[src/rtl/bac_pkg.sv]
package bac_pkg;
  typedef enum logic [2:0] {
    OP_HOLD = 3'd0,
    OP_CLR  = 3'd1,
    OP_LOAD = 3'd2,
    OP_RDBK = 3'd3,
    OP_INC  = 3'd4
  } op_e;
endpackage

[src/rtl/bac_decode.sv]
module bac_decode
  import bac_pkg::*;
(
  input  logic msel,
  input  logic clr,
  input  logic load,
  input  logic rdbk,
  input  logic inc,
  output op_e  cnt_op,
  output op_e  msk_op,
  output logic rd_sel_mask
);
  op_e win;

  // fixed priority: clear, load, readback, increment
  always_comb begin
    if (clr)       win = OP_CLR;
    else if (load) win = OP_LOAD;
    else if (rdbk) win = OP_RDBK;
    else if (inc)  win = OP_INC;
    else           win = OP_HOLD;
  end

  always_comb begin
    cnt_op = OP_HOLD;
    msk_op = OP_HOLD;
    if (!msel) begin
      cnt_op = win;
    end else if (win != OP_INC) begin
      // increment in mask mode is the reserved code: no-op
      msk_op = win;
    end
  end

  assign rd_sel_mask = msel;
endmodule

[src/rtl/bac_mask.sv]
module bac_mask
  import bac_pkg::*;
#(
  parameter int W = 17
) (
  input  logic         clk,
  input  logic         mrst,
  input  op_e          op,
  input  logic [W-1:0] addr_in,
  output logic [W-1:0] mask_q
);
  localparam logic [W-1:0] ALL_ONES = {W{1'b1}};

  always_ff @(posedge clk or posedge mrst) begin
    if (mrst) begin
      mask_q <= ALL_ONES;
    end else begin
      unique case (op)
        OP_CLR:  mask_q <= ALL_ONES;
        OP_LOAD: mask_q <= addr_in;
        default: mask_q <= mask_q;
      endcase
    end
  end

  AST_MASK_RST: assert property (@(posedge clk) disable iff (mrst)
    (op == OP_CLR) |=> (mask_q == ALL_ONES));
  AST_MASK_LOAD: assert property (@(posedge clk) disable iff (mrst)
    (op == OP_LOAD) |=> (mask_q == $past(addr_in)));
  AST_MASK_KEEP: assert property (@(posedge clk) disable iff (mrst)
    (op == OP_HOLD || op == OP_RDBK) |=> $stable(mask_q));
endmodule

[src/rtl/bac_counter.sv]
module bac_counter
  import bac_pkg::*;
#(
  parameter int W = 17
) (
  input  logic         clk,
  input  logic         mrst,
  input  op_e          op,
  input  logic [W-1:0] addr_in,
  input  logic [W-1:0] mask,
  output logic [W-1:0] cnt_q
);
  logic [W-1:0] bridged;
  logic [W-1:0] stepped;
  logic [W-1:0] inc_val;

  // Force pinned bits to one so the carry passes through them,
  // then restore the pinned bits from the current value.
  assign bridged = cnt_q | ~mask;
  assign stepped = bridged + {{(W-1){1'b0}}, 1'b1};
  assign inc_val = (stepped & mask) | (cnt_q & ~mask);

  always_ff @(posedge clk or posedge mrst) begin
    if (mrst) begin
      cnt_q <= '0;
    end else begin
      unique case (op)
        OP_CLR:  cnt_q <= cnt_q & ~mask;
        OP_LOAD: cnt_q <= addr_in;
        OP_INC:  cnt_q <= inc_val;
        default: cnt_q <= cnt_q;
      endcase
    end
  end

  AST_CLR_FREE_ZERO: assert property (@(posedge clk) disable iff (mrst)
    (op == OP_CLR) |=> ((cnt_q & $past(mask)) == '0));
  AST_CLR_PINNED_KEEP: assert property (@(posedge clk) disable iff (mrst)
    (op == OP_CLR) |=> (((cnt_q ^ $past(cnt_q)) & ~$past(mask)) == '0));
  AST_CNT_LOAD: assert property (@(posedge clk) disable iff (mrst)
    (op == OP_LOAD) |=> (cnt_q == $past(addr_in)));
  AST_INC_PINNED: assert property (@(posedge clk) disable iff (mrst)
    (op == OP_INC) |=> (((cnt_q ^ $past(cnt_q)) & ~$past(mask)) == '0));
  AST_CNT_HOLD: assert property (@(posedge clk) disable iff (mrst)
    (op == OP_HOLD || op == OP_RDBK) |=> $stable(cnt_q));
endmodule

[src/rtl/burst_addr_ctr.sv]
module burst_addr_ctr
  import bac_pkg::*;
#(
  parameter int W = 17
) (
  input  logic         clk,
  input  logic         mrst,
  input  logic [W-1:0] addr_in,
  input  logic         msel,
  input  logic         clr,
  input  logic         load,
  input  logic         rdbk,
  input  logic         inc,
  output logic [W-1:0] cur_addr,
  output logic [W-1:0] rdbk_data,
  output logic         rdbk_vld
);
  op_e          cnt_op;
  op_e          msk_op;
  logic         rd_sel_mask;
  logic [W-1:0] mask_q;
  logic [W-1:0] cnt_q;

  bac_decode u_dec (
    .msel        (msel),
    .clr         (clr),
    .load        (load),
    .rdbk        (rdbk),
    .inc         (inc),
    .cnt_op      (cnt_op),
    .msk_op      (msk_op),
    .rd_sel_mask (rd_sel_mask)
  );

  bac_mask #(.W(W)) u_mask (
    .clk     (clk),
    .mrst    (mrst),
    .op      (msk_op),
    .addr_in (addr_in),
    .mask_q  (mask_q)
  );

  bac_counter #(.W(W)) u_cnt (
    .clk     (clk),
    .mrst    (mrst),
    .op      (cnt_op),
    .addr_in (addr_in),
    .mask    (mask_q),
    .cnt_q   (cnt_q)
  );

  logic rd_req;
  assign rd_req = (cnt_op == OP_RDBK) || (msk_op == OP_RDBK);

  always_ff @(posedge clk or posedge mrst) begin
    if (mrst) begin
      rdbk_data <= '0;
      rdbk_vld  <= 1'b0;
    end else begin
      rdbk_vld <= rd_req;
      if (rd_req) rdbk_data <= rd_sel_mask ? mask_q : cnt_q;
    end
  end

  assign cur_addr = cnt_q;

  AST_ONE_TARGET: assert property (@(posedge clk) disable iff (mrst)
    $onehot0({cnt_op != OP_HOLD, msk_op != OP_HOLD}));
  AST_RDBK_PULSE: assert property (@(posedge clk) disable iff (mrst)
    !rdbk |=> !rdbk_vld);
  AST_RDBK_KEEP: assert property (@(posedge clk) disable iff (mrst)
    !rd_req |=> $stable(rdbk_data));
  AST_RESET_VALUES: assert property (@(posedge clk)
    mrst |-> (cur_addr == '0 && !rdbk_vld && rdbk_data == '0));
endmodule

[config.mk]
export PLATFORM = sky130hd
export DESIGN_NAME = burst_addr_ctr
export DESIGN_NICKNAME = d
export VERILOG_FILES = /design/src/rtl/bac_pkg.sv /design/src/rtl/bac_decode.sv /design/src/rtl/bac_mask.sv /design/src/rtl/bac_counter.sv /design/src/rtl/burst_addr_ctr.sv
export SDC_FILE = /design/constraint.sdc
export NUM_CORES = 1
export LEC_CHECK = 0
export ABC_AREA = 1
export CAP_MARGIN = 20
export CORE_MARGIN = 2
export CORE_UTILIZATION = 52
export DETAILED_ROUTE_END_ITERATION = 10
export GPL_TIMING_DRIVEN = 0
export PLACE_DENSITY = 0.83
export SETUP_SLACK_MARGIN = 0.02
export SLEW_MARGIN = 10
export SYNTH_ARGS = -nofsm -noshare
export SYNTH_HDL_FRONTEND = slang
export SYNTH_SLANG_ARGS = --single-unit
[constraint.sdc]
create_clock -name clk -period 1.81 [get_ports clk]
set_input_delay 0.2715 -clock clk [delete_from_list [all_inputs] [get_ports clk]]
set_output_delay 0.2715 -clock clk [all_outputs]
set_load 0.05 [all_outputs]
==> flow_summary.json, run 1 <==
{
  "outcome": "finished, final reports clean",
  "p_seq_frac": 0.426,
  "cellInternalPower_mw": 2.14,
  "ys_seq_area_frac": 0.440,
  "start_kind": "register",
  "synth_edf_count": 0,
  "maxSlewViolCount": 0,
  "layout.nets": 513,
  "coreArea_um2": 5540,
  "drive_gt1_frac": 0.121,
  "nFillCells": 484,
  "area_delta_synth_final_pct": 28.0,
  "crit_slowest_cell": "clkdlybuf4s50_1",
  "insertion_delay_ps": 310,
  "numCtsBuffers": 5,
  "critical_path.top_delay_family": "buffers and inverters",
  "hp-class": "primary input to asynchronous set/reset pin",
  "crit_fanout": 2,
  "cts.htree.levels": 2,
  "portBuffers": 58,
  "core.rowCount": 27,
  "viasPerCell": 5.32,
  "dpl.hpwl_um": 6140,
  "worst_path_largest_cell_delay_ps": 800,
  "cp.arrival_ps": 1470,
  "worstMarginPinSlew_ps": 506,
  "syn_area_um2": 3010,
  "clkTransAtPathRegs_ps": 90,
  "grt_pass1_vias": 2709,
  "drc": 0,
  "via_count": 2974,
  "drv_cap": 0,
  "hold_viol": 0,
  "pwr-share-comb": 0.350,
  "syn_area_per_cell_um2": 7.20,
  "place.gp.congestion": 0.885,
  "antenna_found_initial": 0,
  "worstSetupEndpointType": "primary output",
  "leakage_nw": 1.99,
  "max_freq_ghz": 0.573,
  "skew_ps": 8.20,
  "yosysWarnings": 0,
  "drtIter0Drc": 193,
  "root_buffer": "clkbuf_8",
  "p_switching_mw": 1.35,
  "firstDrtPassIters": 5,
  "postRouteWirelength_um": 8220,
  "period_minus_slack_ps": 1740,
  "ys_types": 26,
  "clockBufferDepth": 2,
  "crit_path_cell_trace": "clkdlybuf4s50_1",
  "fin_crit_sh": 0.964,
  "peakVddDrop_mv": 0.431,
  "die_area_um2": 6410,
  "slew-limit-headroom": 0.661,
  "clkPwrFrac": 0.224,
  "synth_ff_type": "dfrtp_1",
  "critical_path_class": "register to primary output",
  "fp.dieW_um": 80.1,
  "wl_per_cell_um": 14.7,
  "grt_use_total": 0.274,
  "synth_cells": 418,
  "switching_share": 0.387,
  "critPathRequiredTime_ps": 1540,
  "overflow": 0,
  "numClockSinks": 52,
  "rsz0062_at_grt": "false",
  "worst-path-buf-inv": 1,
  "initial_core_util": 0.543,
  "io_pins": 59,
  "synth_fp_nets": 445,
  "async_reset_ff_frac": 1.00,
  "setup_viol": 0,
  "grt_max_degree": 31,
  "grt_first_pass_wirelength_um": 13300,
  "whs_ps": 301,
  "cts_tree": "yes",
  "die_h_um": 80.1,
  "ant_nets": 0,
  "powerDensity_nw_per_um2": 906,
  "ys_ff_latch": 52,
  "holdBufCountCts": 0,
  "antenna_cells": 0,
  "power.total_mw": 3.49
}
[path summary, 6_finish.rpt]
| check | start | endpoint | slack (ps) | depth (start not counted) |
|---|---|---|---|---|
| worst max-delay path | rdbk_data[0] | rdbk_data[0] | 70 | 1 |
| worst min-delay path | mrst | rdbk_data[5] | 300 | 2 |
| worst max register to register | u_cnt.cnt_q[0] | u_cnt.cnt_q[8] | 160 | 11 |
| worst min register to register | u_mask.mask_q[4] | u_mask.mask_q[4] | 490 | 2 |
| max in group asynchronous | mrst | u_mask.mask_q[8] | 900 | 3 |
| min in group clk | u_mask.mask_q[4] | u_mask.mask_q[4] | 490 | 2 |
[logic make-up (layout without fill, tap and decap cells)]
family,Yosys count,in the layout,synth area share
compound gates,68,68,0.135
fa+ha+maj,3,3,0.0125
buf+inv,74,143,0.101
flops,52,52,0.440
simple gates,221,221,0.312
[state kept, by name, indices dropped and copies added, names as in the netlist]
name and flops:
rdbk_vld 1, rdbk_data 17, u_cnt.cnt_q 17, u_mask.mask_q 17
[what timing repair did]
| item | CTS | global route |
|---|---|---|
| buffers inserted | 0 | 2 |
| gates resized for setup | 15 | 10 |
| endpoints found under the setup margin | 15 | 11 |
| pin swaps | 0 | 1 |
[through the flow]
step                      TNS, ps  setup WS (ps)  area (um^2)   util  cells
after floorplan                 0           34.0         3010      -    418
after global placement     -31380           -860         3680  0.665    548
after detailed placement    -2790           -157         3700  0.669    549
after CTS                       0           29.7         3790  0.685    557
after global routing            0           21.7         3850  0.695    559
final                           0           65.3         3850  0.695    559
[power by group through the flow]
stage / combinational (mW) / sequential, mW / clock (mW)
floorplan: 0.397 / 1.88 / 0
global placement: 1.21 / 1.50 / 0
detailed placement: 1.23 / 1.50 / 0
CTS: 1.20 / 1.48 / 0.795
global route: 1.32 / 1.50 / 0.852
finish: 1.22 / 1.49 / 0.780
[placed cells by master (no fill, tap or decap), types with 2 or more instances in the layout]
cell type | Yosys | final
o221ai_1 | 3 | 3
inv_1 | 56 | 54
clkdlybuf4s50_1 | 0 | 39
a22oi_1 | 4 | 4
ha_1 | 3 | 2
o21ai_0 | 6 | 6
buf_4 | 3 | 5
a31oi_1 | 18 | 18
clkbuf_1 | 1 | 2
nor3_1 | 8 | 8
dlygate4sd2_1 | 0 | 15
a32oi_1 | 4 | 4
dfrtp_1 | 35 | 34
nand3_1 | 21 | 19
nand4_1 | 4 | 4
o21ai_1 | 3 | 3
clkbuf_8 | 0 | 5
inv_2 | 3 | 5
nand2_1 | 113 | 113
a21oi_1 | 28 | 28
dfstp_2 | 17 | 17
nor2_4 | 5 | 6
nand3_2 | 1 | 2
buf_2 | 11 | 11
dlymetal6s2s_1 | 0 | 4
nor2_1 | 67 | 67
[per-layer routing]
layer / share of wire / global-route usage / vias up
met3: 0.064 / 0.0303 / 15
met5: 0 / 0 / -
met2: 0.45 / 0.424 / 100
met4: 0.017 / 0.0847 / 0
met1: 0.47 / 0.404 / 1381
li1: - / - / 1478
[synth_stat cells, types with 5 or more instances]
cell type,n,area [um^2]
nand2_1,113,424
dfrtp_1,35,876
inv_1,56,210
dfstp_2,17,447
a21oi_1,28,140
o21ai_0,6,30.0
nor3_1,8,40.0
nand3_1,21,105
a31oi_1,18,113
nor2_4,5,56.3
nor2_1,67,251
buf_2,11,55.1
[final cells by class]
type | instances | area [um^2] | share of cell area
repair buffers | 61 | 607 | 0.158
inverters | 59 | 221 | 0.0575
plain buffers | 15 | 81.3 | 0.0211
clock inverters | 2 | 35.0 | 0.00910
clock buffers | 6 | 72.6 | 0.0189
multi-input cells | 292 | 1420 | 0.368
well taps | 72 | 90.1 | 0.0234
flip-flops and latches | 52 | 1320 | 0.344
(Power assumes the default switching activity.)
==> run 2: changes to the inputs <==
--- a/config.mk
+++ b/config.mk
@@ -8,11 +8,13 @@
 export ABC_AREA = 1
 export CAP_MARGIN = 20
 export CORE_MARGIN = 2
-export CORE_UTILIZATION = 52
+export CORE_UTILIZATION = 63
+export CTS_CLUSTER_SIZE = 12
 export DETAILED_ROUTE_END_ITERATION = 10
+export DONT_BUFFER_PORTS = 1
 export GPL_TIMING_DRIVEN = 0
-export PLACE_DENSITY = 0.83
-export SETUP_SLACK_MARGIN = 0.02
+export PLACE_DENSITY = 0.82
+export SETUP_SLACK_MARGIN = 0.15
 export SLEW_MARGIN = 10
 export SYNTH_ARGS = -nofsm -noshare
 export SYNTH_HDL_FRONTEND = slang
==> run 2 against run 1 <==
Net effect:
- count of clock-buffer cells in the layout did not move
- sequential share of layout area rose by 4.9 points
- register-to-register slack worse by 150 ps
- hold slack got worse by 220 ps
- setup slack worse by 53 ps
- cell area is 11% lower
- first-iteration DRC count increased by 36%
- global-route usage increased by 6.7 points
- total power down 5.5%
- critical path depth rose by 10
- largest cell class unchanged
==> flow_summary.json, run 2 (synthesis gave the netlist of run 1 again) <==
{
  "root_buffer": "clkbuf_8",
  "ff2ff_path_depth": 11,
  "maxSlewViolCount": 0,
  "postRouteWirelength_um": 8570,
  "clkTransAtPathRegs_ps": 90,
  "drc": 0,
  "drive_gt1_frac": 0.220,
  "worstMarginPinSlew_ps": 679,
  "final_common_cell": "nand2_1",
  "grt_use_total": 0.341,
  "period_minus_slack_ps": 1800,
  "drtIter0Drc": 262,
  "insertion_delay_ps": 310,
  "die_h_um": 73.1,
  "numCtsBuffers": 5,
  "stdcell_count": 491,
  "powerDensity_nw_per_um2": 964,
  "portBuffers": 0,
  "top_regs": "rdbk_data x17, u_cnt.cnt_q x17, u_mask.mask_q x17",
  "cp.arrival_ps": 2040,
  "nFillCells": 345,
  "hold_viol": 0,
  "r2r-start": "u_cnt.cnt_q[0]",
  "via_count": 2959,
  "min_from": "addr_in[16]",
  "setup_viol": 0,
  "die_area_um2": 5340,
  "final_area_um2": 3420,
  "worst_path_largest_cell_delay_ps": 580,
  "overflow": 0,
  "crit_slowest_cell": "dfrtp_2",
  "numClockSinks": 52,
  "io_pins": 59,
  "layout.nets": 463,
  "mostFrequentLayoutCells": "108 x nand2_1, 67 x nor2_1, 52 x inv_1",
  "area_delta_synth_final_pct": 13.6,
  "max_freq_ghz": 0.556,
  "rrSetupSlack_ps": 10,
  "start_kind": "register",
  "critical_path_class": "register to register",
  "slew-limit-headroom": 0.547,
  "fin_crit_sh": 0.993,
  "cts.htree.levels": 2,
  "cp-startpoint": "u_cnt.cnt_q[0]",
  "hp-class": "primary input to register",
  "ant_nets": 0,
  "viasPerCell": 6.03,
  "finalSetupTns_ps": 0,
  "grt_max_degree": 31,
  "peakVddDrop_mv": 0.599,
  "critPathRequiredTime_ps": 2050,
  "crit_path_cell_trace": "inv_2, ha_4, inv_4, ha_4, nand3_4, nor2_4, buf_12, nand2_2, nand2_2, nand3_2, a21oi_2",
  "place.gp.congestion": 0.932,
  "grt_first_pass_wirelength_um": 13800,
  "worst-path-buf-inv": 3,
  "coreArea_um2": 4660,
  "antenna_cells": 0,
  "rsz0062_at_grt": "true",
  "wl_per_cell_um": 17.4,
  "placed_cell_area_um2": 3130,
  "crit_fanout": 5,
  "clockBufferDepth": 2,
  "cts_tree": "yes",
  "fp.dieW_um": 73.1,
  "hold_depth": 2,
  "skew_ps": 6.15,
  "worstReg2RegEnd": "u_cnt.cnt_q[12]",
  "firstDrtPassIters": 6,
  "core.rowCount": 25,
  "min_to": "u_mask.mask_q[16]",
  "leakage_nw": 1.71,
  "dpl.hpwl_um": 5990,
  "placed_cells": 473,
  "critical_path.top_delay_family": "flip-flops",
  "antenna_found_initial": 0,
  "drv_cap": 0,
  "outcome": "finished, final reports clean",
  "worstSetupEndpointType": "register",
  "initial_core_util": 0.645,
  "grt_pass1_vias": 2905
}
run 2: changes by cell type in the layout (fill, tap and decap cells not counted), moves of 4 or more:
cell,previous run,this run
dlymetal6s2s_1,4,0
dfrtp_2,1,15
clkdlybuf4s50_1,39,0
dfrtp_1,34,20
dlygate4sd2_1,15,0
buf_4,5,11
a21oi_2,0,4
nand2_1,113,108
a21oi_1,28,24
nand2_2,0,5
run 2: how the worst max path moves through the flow:
stage,to,cells after the start
after floorplan,u_cnt.cnt_q[8],11
after global placement,u_cnt.cnt_q[1],1
after detailed placement,u_cnt.cnt_q[8],11
after CTS,u_cnt.cnt_q[16],11
after global routing,u_cnt.cnt_q[12],11
final,u_cnt.cnt_q[12],11
run 2: area by class of cell:
type | instances | area, um^2 | share of cell area
Sequential cell | 52 | 1340 | 0.393
Multi-Input combinational cell | 292 | 1480 | 0.432
Tap cell | 54 | 67.6 | 0.0198
Clock buffer | 6 | 72.6 | 0.0212
Timing Repair Buffer | 11 | 118 | 0.0344
Clock inverter | 2 | 35.0 | 0.0103
Buffer | 15 | 81.3 | 0.0238
Inverter | 59 | 224 | 0.0656
run 2: repair_timing:
action	4_1_cts	5_1_grt
gates cloned	0	0
setup endpoints to repair	13	14
endpoints found under the hold margin	23	0
resized for setup	14	20
setup buffers	6	3
pin swaps	4	7
hold buffers	1	0
run 2: stage by stage:
stage                     setup slack, ps   util  hold slack (ps)  power [mW]
after floorplan                       152      -              383        2.29
after global placement               -436  0.666              394        2.42
after detailed placement             -108  0.672              286        2.46
after CTS                            9.20  0.716             80.3        3.26
after global routing                -60.8  0.733             73.2        3.43
final                                12.4  0.733             80.3        3.29
run 2: power by group:
part | total [mW] | switching, mW | internal, mW
combinational | 0.570 | 0.368 | 0.201
clock | 0.801 | 0.390 | 0.411
sequential | 1.92 | 0.590 | 1.33
run 2: metal layers:
| metal | up-vias | GRT usage | share of wire | wire [um] |
|---|---|---|---|---|
| met1 | 1392 | 0.447 | 0.41 | 3480 |
| met2 | 154 | 0.554 | 0.47 | 4040 |
| met5 | - | 0 | 0 | 0 |
| met3 | 28 | 0.0677 | 0.088 | 750 |
| met4 | 0 | 0.134 | 0.034 | 287 |
| li1 | 1385 | - | - | - |
==> run 3: changes to the inputs <==
--- a/config.mk
+++ b/config.mk
@@ -6,14 +6,13 @@
 export NUM_CORES = 1
 export LEC_CHECK = 0
 export ABC_AREA = 1
-export CAP_MARGIN = 20
 export CORE_MARGIN = 2
-export CORE_UTILIZATION = 63
+export CORE_UTILIZATION = 57
 export CTS_CLUSTER_SIZE = 12
 export DETAILED_ROUTE_END_ITERATION = 10
 export DONT_BUFFER_PORTS = 1
 export GPL_TIMING_DRIVEN = 0
-export PLACE_DENSITY = 0.82
+export PLACE_DENSITY = 0.78
 export SETUP_SLACK_MARGIN = 0.15
 export SLEW_MARGIN = 10
 export SYNTH_ARGS = -nofsm -noshare
==> constraint.sdc (replaced) <==
create_clock -name clk -period 1.5 [get_ports clk]
set_input_delay 0.225 -clock clk [delete_from_list [all_inputs] [get_ports clk]]
set_output_delay 0.225 -clock clk [all_outputs]
set_load 0.05 [all_outputs]
==> run 3 against run 2 <==
Net effect:
- hold slack got worse by 55 ps
- setup slack got worse by 280 ps
- the run now ends with setup timing left
- sequential power increased by 21%
- global-route usage fell by 3.6 points
- largest cell class unchanged
- count of clock-buffer cells in the layout up 2
- cell area is 1.1% higher
- non-clock buffer count increased by 3
- total power grew 17%
- sequential cell count did not move
- sequential share of layout area shrank 0.44 points
- critical endpoint is now u_cnt.cnt_q[10]
- largest power group unchanged
- maximum frequency rose by 1.9%
==> flow_summary.json, run 3 (synthesis gave the netlist of run 1 again) <==
{
  "outcome": "finished with violations",
  "violations": "setup timing",
  "cellInternalPower_mw": 2.23,
  "peakVddDrop_mv": 0.682,
  "crit_path_cell_trace": "inv_2, ha_4, inv_4, ha_4, nand3_4, nor2_4, nand3_1, nand2_1, nand3_1, a21oi_2",
  "clockBufferDepth": 2,
  "io_pins": 59,
  "final_common_cell": "nand2_1",
  "mostFrequentLayoutCells": "109 x nand2_1, 67 x nor2_1, 51 x inv_1",
  "antenna_found_initial": 0,
  "numClockSinks": 52,
  "grt_first_pass_wirelength_um": 14000,
  "stdcell_count": 510,
  "via_count": 3034,
  "numCtsBuffers": 5,
  "critPathRequiredTime_ps": 1740,
  "portBuffers": 0,
  "layout.nets": 466,
  "postRouteWirelength_um": 8720,
  "overflow": 0,
  "antenna_cells": 0,
  "wl_per_cell_um": 17.1,
  "leakage_nw": 1.71,
  "dpl.hpwl_um": 5980,
  "placed_cells": 488,
  "grt_pass1_vias": 2840,
  "place.gp.congestion": 0.941,
  "max_freq_ghz": 0.567,
  "hp-class": "primary input to register",
  "skew_ps": 8.73,
  "die_h_um": 76.6,
  "power.total_mw": 3.86,
  "cts.htree.levels": 2,
  "slew-limit-headroom": 0.603,
  "drive_gt1_frac": 0.223,
  "start_kind": "register",
  "powerDensity_nw_per_um2": 1120,
  "cts_tree": "yes",
  "grt_use_total": 0.305,
  "viasPerCell": 5.95,
  "drv_cap": 0,
  "cp.arrival_ps": 2010,
  "initial_core_util": 0.589,
  "drtIter0Drc": 353,
  "worst-path-buf-inv": 2,
  "period_minus_slack_ps": 1760,
  "worstMarginPinSlew_ps": 595,
  "area_delta_synth_final_pct": 14.9,
  "insertion_delay_ps": 320,
  "crit_fanout": 6,
  "pwr-share-comb": 0.179,
  "clkTransAtPathRegs_ps": 100,
  "grt_max_degree": 53,
  "critical_path_class": "register to register",
  "maxSlewViolCount": 0,
  "crit_slowest_cell": "dfrtp_2",
  "clkPwrFrac": 0.220,
  "finalSetupTns_ps": -2990,
  "die_area_um2": 5870,
  "top_regs": "rdbk_data x17, u_cnt.cnt_q x17, u_mask.mask_q x17",
  "worst_slack_ps": -265,
  "ant_nets": 0,
  "critical_path.top_delay_family": "flip-flops",
  "firstDrtPassIters": 5,
  "fp.dieW_um": 76.6,
  "worstSetupEndpointType": "register",
  "fin_crit_sh": 1.18,
  "switching_share": 0.422,
  "coreArea_um2": 5110,
  "rsz0062_at_grt": "true",
  "setup_viol": 15,
  "drc": 0,
  "p_switching_mw": 1.63,
  "root_buffer": "clkbuf_8",
  "hold_viol": 0,
  "worst_path_largest_cell_delay_ps": 570,
  "core.rowCount": 26,
  "p_seq_frac": 0.602
}
run 3: cell types whose count changed in the layout (fill, tap and decap cells not counted), moves of 2 or more:
cell	delta
nand3_2	-3
o21ai_0	-3
o221ai_1	-3
o221ai_2	+3
a21oi_1	+2
a21oi_2	-2
buf_6	+2
nand3_1	+2
o21ai_1	+2
run 3: timing repair:
action | CTS | global route
buffers inserted | 6 | 6
hold buffers | 0 | 1
pin swaps | 13 | 12
endpoints found under the hold margin | 0 | 17
resized for setup | 16 | 12
setup endpoints to repair | 16 | 17
run 3: worst reg2reg max path: cells and delay by family, from the launching register on:
family,cells,cell delay (ps)
AOI/OAI and AO/OA,1,140
adders and majority gates,2,300
buffers and inverters,2,140
DFF,1,570
and+or+nand+nor,5,540
run 3: routing by layer:
| metal | vias to the layer above | share of wire | GRT usage |
|---|---|---|---|
| met5 | - | 0 | 0 |
| met4 | 0 | 0.021 | 0.122 |
| met3 | 24 | 0.097 | 0.0557 |
| met2 | 183 | 0.48 | 0.506 |
| met1 | 1437 | 0.41 | 0.396 |
| li1 | 1390 | - | - |
run 3: through the flow:
step / instance area, um^2 / util / setup slack (ps) / hold slack, ps
final: 3450 / 0.676 / -265 / 25.7
after global routing: 3450 / 0.676 / -375 / 27.5
after CTS: 3330 / 0.652 / -268 / 23.5
after detailed placement: 3140 / 0.615 / -282 / 349
after global placement: 3140 / 0.615 / -254 / 347
after floorplan: 3050 / - / -86.2 / 273
run 3: power by group through the flow:
| stage | Sequential [mW] | Combinational, mW | Clock, mW |
|---|---|---|---|
| finish | 2.32 | 0.692 | 0.848 |
| global route | 2.35 | 0.788 | 0.909 |
| CTS | 2.32 | 0.653 | 0.852 |
| detailed placement | 2.34 | 0.620 | 0 |
| global placement | 2.33 | 0.596 | 0 |
| floorplan | 2.28 | 0.493 | 0 |
run 3: path summary, 6_finish.rpt:
path	start	end	slack, ps	cells after the start
min in group asynchronous	mrst	rdbk_data[11]	420	2
max	u_cnt.cnt_q[0]	u_cnt.cnt_q[10]	-260	10
min	addr_in[7]	u_mask.mask_q[7]	30	2
max in group asynchronous	mrst	u_mask.mask_q[12]	480	3
min reg2reg	u_mask.mask_q[4]	u_mask.mask_q[4]	490	2
max reg2reg	u_cnt.cnt_q[0]	u_cnt.cnt_q[10]	-260	10
run 3: layout make-up:
| class | instances | area [um^2] |
|---|---|---|
| Clock buffer | 8 | 90.1 |
| Sequential cell | 52 | 1340 |
| Multi-Input combinational cell | 292 | 1490 |
| Timing Repair Buffer | 14 | 140 |
| Inverter | 59 | 228 |
| Buffer | 15 | 81.3 |
| Fill cell | 443 | 1650 |
| Tap cell | 70 | 87.6 |
